$ cat config.mk
export PLATFORM = sky130hd
export DESIGN_NAME = latency_stopwatch
export DESIGN_NICKNAME = d
export VERILOG_FILES = /design/src/rtl/lsw_pkg.sv /design/src/rtl/lsw_cfg_reg.sv /design/src/rtl/lsw_tick_gen.sv /design/src/rtl/lsw_comma_sel.sv /design/src/rtl/lsw_counter.sv /design/src/rtl/latency_stopwatch.sv
export SDC_FILE = /design/constraint.sdc
export NUM_CORES = 1
export LEC_CHECK = 0
export CAP_MARGIN = 20
export CORE_MARGIN = 2
export CORE_UTILIZATION = 50
export CTS_BUF_LIST = sky130_fd_sc_hd__clkbuf_16
export CTS_CLUSTER_DIAMETER = 50
export DETAILED_ROUTE_END_ITERATION = 10
export PLACE_DENSITY = 0.75
export RECOVER_POWER = 25
export SLEW_MARGIN = 5
export SYNTH_ARGS = -nofsm -noshare
export SYNTH_HDL_FRONTEND = slang
export SYNTH_SLANG_ARGS = --single-unit
$ cat constraint.sdc
create_clock -name clk -period 5.2 [get_ports clk]
set_input_delay 1.04 -clock clk [delete_from_list [all_inputs] [get_ports clk]]
set_output_delay 1.04 -clock clk [all_outputs]
set_load 0.03 [all_outputs]
$ cat src/rtl/lsw_pkg.sv
// Shared constants for the latency stopwatch.
// Assumes a 7-bit divide field and a 2-bit lane code.
package lsw_pkg;
    localparam int DIV_W    = 7;
    localparam int LANE_W   = 2;
    localparam int MIN_DIV  = 6;
    localparam int DEF_DIV  = 6;
    localparam logic [LANE_W-1:0] MON_LANE = 2'b00;
endpackage

$ cat src/rtl/lsw_cfg_reg.sv
// Configuration register: divide ratio, lane code, enable.
// The divide ratio is written only while the enable is currently clear, and is clamped to MIN_DIV.
module lsw_cfg_reg
    import lsw_pkg::*;
(
    input  logic              clk,
    input  logic              rst_n,
    input  logic              we,
    input  logic [DIV_W-1:0]  wr_div,
    input  logic [LANE_W-1:0] wr_lane,
    input  logic              wr_en,
    output logic [DIV_W-1:0]  div_q,
    output logic [LANE_W-1:0] lane_q,
    output logic              en_q
);
    localparam logic [DIV_W-1:0] FLOOR = DIV_W'(MIN_DIV);

    logic [DIV_W-1:0] div_clamped;

    // Clamp illegal ratios to the floor
    always_comb div_clamped = (wr_div < FLOOR) ? FLOOR : wr_div;

    // Register update with divide-ratio write lock while enabled
    always_ff @(posedge clk) begin
        if (!rst_n) begin
            div_q  <= DIV_W'(DEF_DIV);
            lane_q <= '0;
            en_q   <= 1'b0;
        end else if (we) begin
            en_q   <= wr_en;
            lane_q <= wr_lane;
            if (!en_q) div_q <= div_clamped;
        end
    end
endmodule

$ cat src/rtl/lsw_tick_gen.sv
// Prescaler: emits one tick every div cycles while run is high.
// Assumes div >= 1; restart realigns the phase so the first tick comes div cycles later.
module lsw_tick_gen #(
    parameter int DIV_W = 7
) (
    input  logic             clk,
    input  logic             rst_n,
    input  logic             run,
    input  logic             restart,
    input  logic [DIV_W-1:0] div,
    output logic             tick
);
    logic [DIV_W-1:0] phase_q;

    // Tick on the last phase of each period
    always_comb tick = run && (phase_q == div - DIV_W'(1));

    // Phase counter, held at zero while stopped
    always_ff @(posedge clk) begin
        if (!rst_n || !run || restart) phase_q <= '0;
        else if (tick)                 phase_q <= '0;
        else                           phase_q <= phase_q + DIV_W'(1);
    end
endmodule

$ cat src/rtl/lsw_comma_sel.sv
// Comma selector: passes a comma only from the monitored lane, only for the
// monitoring lane code, and only while enabled. Reserved codes select nothing.
module lsw_comma_sel #(
    parameter int LANES  = 4,
    parameter int LANE_W = 2,
    parameter logic [LANE_W-1:0] MON = '0
) (
    input  logic [LANES-1:0]  comma,
    input  logic [LANE_W-1:0] lane,
    input  logic              en,
    output logic              hit
);
    logic [LANES-1:0] pick;

    // Per-lane gate: lane code must match and be the monitoring code
    for (genvar i = 0; i < LANES; i++) begin : g_lane
        assign pick[i] = comma[i] && (lane == LANE_W'(i)) && (LANE_W'(i) == MON);
    end

    // Combine lanes and gate with enable
    always_comb hit = en && (|pick);
endmodule

$ cat src/rtl/lsw_counter.sv
// Saturating measurement counter with clear-on-read capture.
// Start has priority; a comma while armed freezes; a read returns 0 until a comma is captured.
module lsw_counter #(
    parameter int CNT_W = 16
) (
    input  logic             clk,
    input  logic             rst_n,
    input  logic             start,
    input  logic             tick,
    input  logic             stop,
    input  logic             rd,
    output logic [CNT_W-1:0] count_q,
    output logic             armed_q,
    output logic             seen_q,
    output logic [CNT_W-1:0] rd_q
);
    localparam logic [CNT_W-1:0] CMAX = {CNT_W{1'b1}};

    // Capture on read: value before this edge's update
    always_ff @(posedge clk) begin
        if (!rst_n)  rd_q <= '0;
        else if (rd) rd_q <= seen_q ? count_q : '0;
    end

    // Measurement state: arm, freeze, saturate, clear on read
    always_ff @(posedge clk) begin
        if (!rst_n) begin
            count_q <= '0;
            armed_q <= 1'b0;
            seen_q  <= 1'b0;
        end else if (start) begin
            count_q <= '0;
            armed_q <= 1'b1;
            seen_q  <= 1'b0;
        end else begin
            if (armed_q && stop) begin
                armed_q <= 1'b0;
                seen_q  <= 1'b1;
            end
            if (rd)
                count_q <= '0;
            else if (armed_q && !stop && tick && count_q != CMAX)
                count_q <= count_q + CNT_W'(1);
        end
    end
endmodule

$ cat src/rtl/latency_stopwatch.sv
// Top: comma-triggered latency stopwatch.
// Assumes start, comma and rd_en are synchronous single-cycle pulses.
module latency_stopwatch
    import lsw_pkg::*;
#(
    parameter int CNT_W = 16,
    parameter int LANES = 4
) (
    input  logic              clk,
    input  logic              rst_n,
    input  logic              cfg_we,
    input  logic [DIV_W-1:0]  cfg_div,
    input  logic [LANE_W-1:0] cfg_lane,
    input  logic              cfg_en,
    input  logic              start,
    input  logic [LANES-1:0]  comma,
    input  logic              rd_en,
    output logic [CNT_W-1:0]  rd_data
);
    logic [DIV_W-1:0]  cfg_div_q;
    logic [LANE_W-1:0] cfg_lane_q;
    logic              cfg_en_q;
    logic              start_acc;
    logic              tick;
    logic              hit;
    logic [CNT_W-1:0]  count_q;
    logic              armed_q;
    logic              seen_q;

    // Start is honoured only while enabled
    always_comb start_acc = start && cfg_en_q;

    lsw_cfg_reg u_cfg (
        .clk(clk), .rst_n(rst_n), .we(cfg_we),
        .wr_div(cfg_div), .wr_lane(cfg_lane), .wr_en(cfg_en),
        .div_q(cfg_div_q), .lane_q(cfg_lane_q), .en_q(cfg_en_q)
    );

    lsw_tick_gen #(.DIV_W(DIV_W)) u_tick (
        .clk(clk), .rst_n(rst_n), .run(cfg_en_q), .restart(start_acc),
        .div(cfg_div_q), .tick(tick)
    );

    lsw_comma_sel #(.LANES(LANES), .LANE_W(LANE_W), .MON(MON_LANE)) u_sel (
        .comma(comma), .lane(cfg_lane_q), .en(cfg_en_q), .hit(hit)
    );

    lsw_counter #(.CNT_W(CNT_W)) u_cnt (
        .clk(clk), .rst_n(rst_n), .start(start_acc), .tick(tick), .stop(hit),
        .rd(rd_en), .count_q(count_q), .armed_q(armed_q), .seen_q(seen_q),
        .rd_q(rd_data)
    );
endmodule

# After elaboration in Yosys (flattened, before gate mapping)
# Index checks and enable logic that the tools add are counted.
# W data, S select, Z words.
word_totals:
  reg_bits: 51
  inputBits: 19
  latch_bits: 0
  output_inout_bits: 16
  romBits: 0
  elab_cells: 39
  mem_count: 0
  ramBits: 0
classes:
  div: 0
  bitwise: 2
  eq_ne: 2
  mux: 4
  addsub: 3
  multipliers: 0
  n_reduce_logical: 19
  shift: 0
  magnitude_cmp: 1
op_table:
  columns: ["operator", "count"]
  rows:
  - ["$add A16 B1 Y16 const B", 1]
  - ["$mux W16", 1]
  - ["$ne A16 B16 Y1 const B", 1]
  - ["$logic_and A1 B1 Y1", 8]
  - ["$add A7 B1 Y7 const B", 1]
  - ["$eq A7 B7 Y1", 1]
  - ["$lt A7 B3 Y1 const B", 1]
  - ["$mux W7", 1]
  - ["$sub A7 B1 Y7 const B", 1]
  - ["$reduce_or A2 Y1", 2]
  - ["$logic_not A1 Y1", 3]
  - ["$reduce_or A3 Y1", 1]
  - ["$logic_not A2 Y1", 1]
  - ["$logic_or A1 B1 Y1", 2]
  - ["$mux W1", 2]
  - ["$not A1 Y1", 2]
  - ["$reduce_and A2 Y1", 1]
  - ["$reduce_bool A2 Y1", 1]

# Depth between registers and ports, before layout
logic_depth:
  word_depth: 7
  ltp_mapped: 10
  ltp_nobuf: 8

# Hierarchy
# Synthesis repeated with hierarchy kept, for this count alone.
unflattened:
  hier_cells: 275
  area_unflattened_um2: 2492.4
by_module_without_submodules:
  columns: ["mod", "instances", "cells_per_inst", "seq_area_each_um2", "area_per_inst_um2"]
  rows:
  - ["lsw_counter", 1, 170, 680.7, 1539.0]
  - ["lsw_tick_gen", 1, 60, 140.1, 538.0]
  - ["lsw_cfg_reg", 1, 43, 200.2, 396.6]
  - ["lsw_comma_sel", 1, 1, 0.0, 12.5]
  - ["latency_stopwatch", 1, 1, 0.0, 6.3]

# Worst setup path after synthesis
# OpenSTA, ideal clock, no wires.
synth_path:
  kind: "register -> register"
  start: "register u_cfg.div_q[0]"
  end: "register u_cnt.count_q[6]"
  slack_ns: 2.755
  setup_ns: 0.059
  required_time_ns: 5.141
  path_stages_with_launch: 10
  path_buffers: 1
  period_less_slack_ns: 2.445
  arrival_time_ns: 2.386
  path_cell_list: "dfxtp_1 inv_1 ha_1 buf_2 o21ba_1 a221o_1 a211oi_4 o221ai_2 or4_1 nand2_1"
synth_via:
  elab_chain_len: 5
synth_lines:
  columns: ["element", "line_no", "text"]
  rows:
  - ["start: declaration", "lsw_cfg_reg.sv:12", "output logic [DIV_W-1:0] div_q,"]
  - ["start signal: assignment", "lsw_cfg_reg.sv:26", "div_q <= DIV_W'(DEF_DIV);"]
  - ["start signal: assignment", "lsw_cfg_reg.sv:32", "if (!en_q) div_q <= div_clamped;"]
  - ["$sub A7 B1 Y7", "lsw_tick_gen.sv:16", "always_comb tick = run && (phase_q == div - DIV_W'(1));"]
  - ["$eq A7 B7 Y1", "lsw_tick_gen.sv:16", null]
  - ["$logic_and A1 B1 Y1", "lsw_tick_gen.sv:16", null]
  - ["$logic_and A1 B1 Y1 (2 in a row)", "lsw_counter.sv:42", "else if (armed_q && !stop && tick && count_q != CMAX)"]
  - ["end signal: assignment", "lsw_counter.sv:43", "count_q <= count_q + CNT_W'(1);"]
  - ["end: declaration", "lsw_counter.sv:12", "output logic [CNT_W-1:0] count_q,"]
# No other way between the ends.
# A chain may end at the register's enable or synchronous reset.

# Final worst setup path
layout_path:
  start: "input rst_n"
  end: "register u_cnt.count_q[6]"
layout_via:
  elab_chain_len: 2
layout_lines:
  columns: ["element", "line_no", "text"]
  rows:
  - ["start: declaration", "latency_stopwatch.sv:10", "input logic rst_n,"]
  - ["$not A1 Y1 (no line)", null, null]
  - ["$reduce_or A3 Y1 (no line)", null, null]
# No other way between the ends.

==> flow_metrics.py <==
metrics = {
    "worst_setup_path": {
        "max_stage_delay_ns": 1.07,
        "cp-start-kind": "primary input",
        "required_ns": 5.43,
        "cp.arrival_ns": 3.43,
        "cp-end-kind": "flop",
        "path_cells": "dlygate4sd3_1 > nand2_1 > or2_1 > or4_1 > nand2_1",
        "crit_type": "primary input to flop",
        "cpMaxStageDelayCell": "dlygate4sd3_1",
        "critPathMaxFanout": 29,
        "critical_path.most_common_cell": "nand2_1",
    },
    "placed_design": {
        "io_buffers": 31,
        "globalplace.congestion": 0.855,
        "place_hpwl_mm": 3.66,
        "pre_cts_ws_ns": 1.75,
    },
    "sta": {
        "relSlewSlack_pct": 44.9,
        "fmax_ghz": 0.312,
        "tightest_slew_ns": 0.824,
        "final_max_slew_viol_count": 0,
        "min_period_over_period_pct": 61.6,
        "tns_ns": 0,
        "fin_crit_ns": 3.20,
        "setup_viol_count_final": 0,
        "fin_ws_ns": 2.00,
        "hold_viol_final": 0,
        "rsz0062_at_grt": "no",
        "skew_ns": 0.0101,
    },
    "cts": {
        "clock_latency_ns": 0.29,
        "cts.path.max_buffers": 2,
        "numClockSinks": 51,
        "clkTransAtPathRegs_ns": 0.07,
        "cts_made_buffers": 5,
        "h-tree-depth": 2,
        "post-cts-setup-buffer-count": 0,
        "cts_hold_buffers": 0,
        "cts_tree": "done",
        "cts_resized": 0,
        "root_buffer": "clkbuf_16",
    },
    "detailed_routing": {
        "drc": 0,
        "via_per_inst": 5.59,
        "vias": 2147,
        "wl_per_cell_um": 13.8,
        "wl_mm": 5.30,
        "drt-initial-drc-count": 167,
        "ant_nets": 0,
        "first_pass_iters": 4,
    },
    "grt": {
        "grtUsageTotal_pct": 20.4,
        "antenna_found_initial": 0,
        "grt_max_degree": 35,
        "overflow": 0,
        "grt_pass1_wl_mm": 8.81,
        "grt_pass1_vias": 1978,
    },
    "die": {
        "num_io_pins": 35,
        "die_w_um": 75.2,
        "dieArea_mm2": 0.00565,
        "core_area_mm2": 0.00482,
        "dieHeight_um": 75.2,
        "core.rowCount": 25,
        "initial_core_util_pct": 52.6,
    },
    "synth": {
        "synth_edf_count": 0,
        "synth_cells": 294,
        "synth_seq_cells": 51,
        "synth_top_cell_by_area": "dfxtp_1",
        "synth_nets": 316,
        "ys.flop_type": "dfxtp_1",
        "seq_area_frac_synth_pct": 40.3,
        "synthTopCellsByArea": "dfxtp_1, nand3_1, a21boi_1",
        "syn_area_per_cell_um2": 8.61,
        "synthTopCellsByCount": "dfxtp_1, nand3_1, a21oi_1",
        "yosysUniqueCellTypes": 44,
        "netlist_area_mm2": 0.00253,
        "yosysWarnings": 0,
        "postSynth.asyncResetShare_pct": 0,
        "yosysMostFrequentCell": "dfxtp_1",
        "synth_top_area_share_pct": 40.3,
    },
    "cells_and_area": {
        "drive_gt1_share_pct": 5.99,
        "utilization_pct": 62.9,
        "diodes": 0,
        "fillers": 449,
        "area.growth.synth_to_final_pct": 19.6,
        "finalNetCount": 338,
    },
    "hold_path": {
        "hold_class": "flop to flop",
    },
    "pwr": {
        "p_leak_nw": 0.975,
        "power.density_mw_per_mm2": 275,
        "irDropWorstVdd_mv": 0.131,
        "p_total_uw": 834,
    },
    "outcome": {
        "status": "complete, no violations",
    },
    "flow_run": {
        "cap_viol_max_count": 0,
    },
}
-- logic make-up (layout without fill, tap and decap cells) --
family | Yosys count | count (layout) | synth area share [%]
buf+inv | 22 | 45 | 3.66
xor+xnor | 12 | 12 | 4.89
mux | 3 | 3 | 1.19
flops | 51 | 51 | 40.3
simple gates | 135 | 135 | 30.0
fa+ha+maj | 3 | 3 | 1.48
compound gates | 68 | 68 | 18.5
-- layout make-up --
class,count,area [um2],area share [%]
repair buffers,32,318,10.5
well taps,67,83.8,2.77
clock inverters,3,43.8,1.45
inverters,5,18.8,0.620
flip-flops and latches,51,1020,33.7
multi-input cells,221,1420,46.8
clock buffers,5,125,4.13
-- power breakdown --
| group | switching, mW | internal, mW |
|---|---|---|
| sequential | 0.00604 | 0.396 |
| combinational | 0.0295 | 0.0275 |
| clock | 0.148 | 0.227 |
-- routing by layer --
metal	global-route usage (%)	routed length [um]	part of all wire (%)
met4	5.85	50	0.94
met3	4.82	270	5.1
met2	35.9	2500	47
met5	0	0	0
met1	24.9	2480	47
-- critical path, delay by kind of cell --
kind                   cells  cell delay (ns)
buffers and inverters      1             1.07
AND/OR/NAND/NOR            4             1.31
-- metrics by stage --
step / cell area (um2) / std cells / hold WS, ns
2_1_floorplan: 2530 / 294 / 0.435
3_3_place_gp: 2860 / 376 / 0.444
3_5_place_dp: 2860 / 376 / 0.456
4_1_cts: 3030 / 384 / 0.467
5_1_grt: 3030 / 384 / 0.494
6_report: 3030 / 384 / 0.464
-- cell usage in the layout, fill, tap and decap left out, types with 2 or more instances in the layout --
cell,n
mux2i_1,3
or4_1,4
a21oi_1,20
a21boi_0,14
ha_1,3
xor2_1,5
o21ai_1,15
xnor2_1,6
clkbuf_16,5
or3_1,13
nand2b_1,18
nand4b_1,3
nand3_1,28
nor2_1,14
nor2b_1,5
nor3_1,6
dfxtp_1,51
inv_1,5
a21boi_1,7
and3_1,6
nand4_1,11
and2_1,3
nand2_1,17
clkdlybuf4s50_1,30
o31ai_1,2
-- sequential cells by signal, indices dropped and copies added, names as in the netlist --
register and count:
u_cnt.rd_q 16, u_cnt.seen_q 1, u_cfg.div_q 7, u_cfg.lane_q 2, u_cnt.armed_q 1, u_tick.phase_q 7
u_cfg.en_q 1, u_cnt.count_q 16
-- final timing paths --
| kind | start | to | slack (ns) | depth (start not counted) |
|---|---|---|---|---|
| worst max-delay path | rst_n | u_cnt.count_q[6] | 2.00 | 5 |
| worst min register to register | u_cnt.rd_q[9] | u_cnt.rd_q[9] | 0.46 | 2 |
| worst max register to register | u_cfg.div_q[0] | u_cnt.count_q[6] | 2.29 | 8 |
| worst min-delay path | u_cnt.rd_q[9] | u_cnt.rd_q[9] | 0.46 | 2 |
Power figures use the tool's default switching activity.
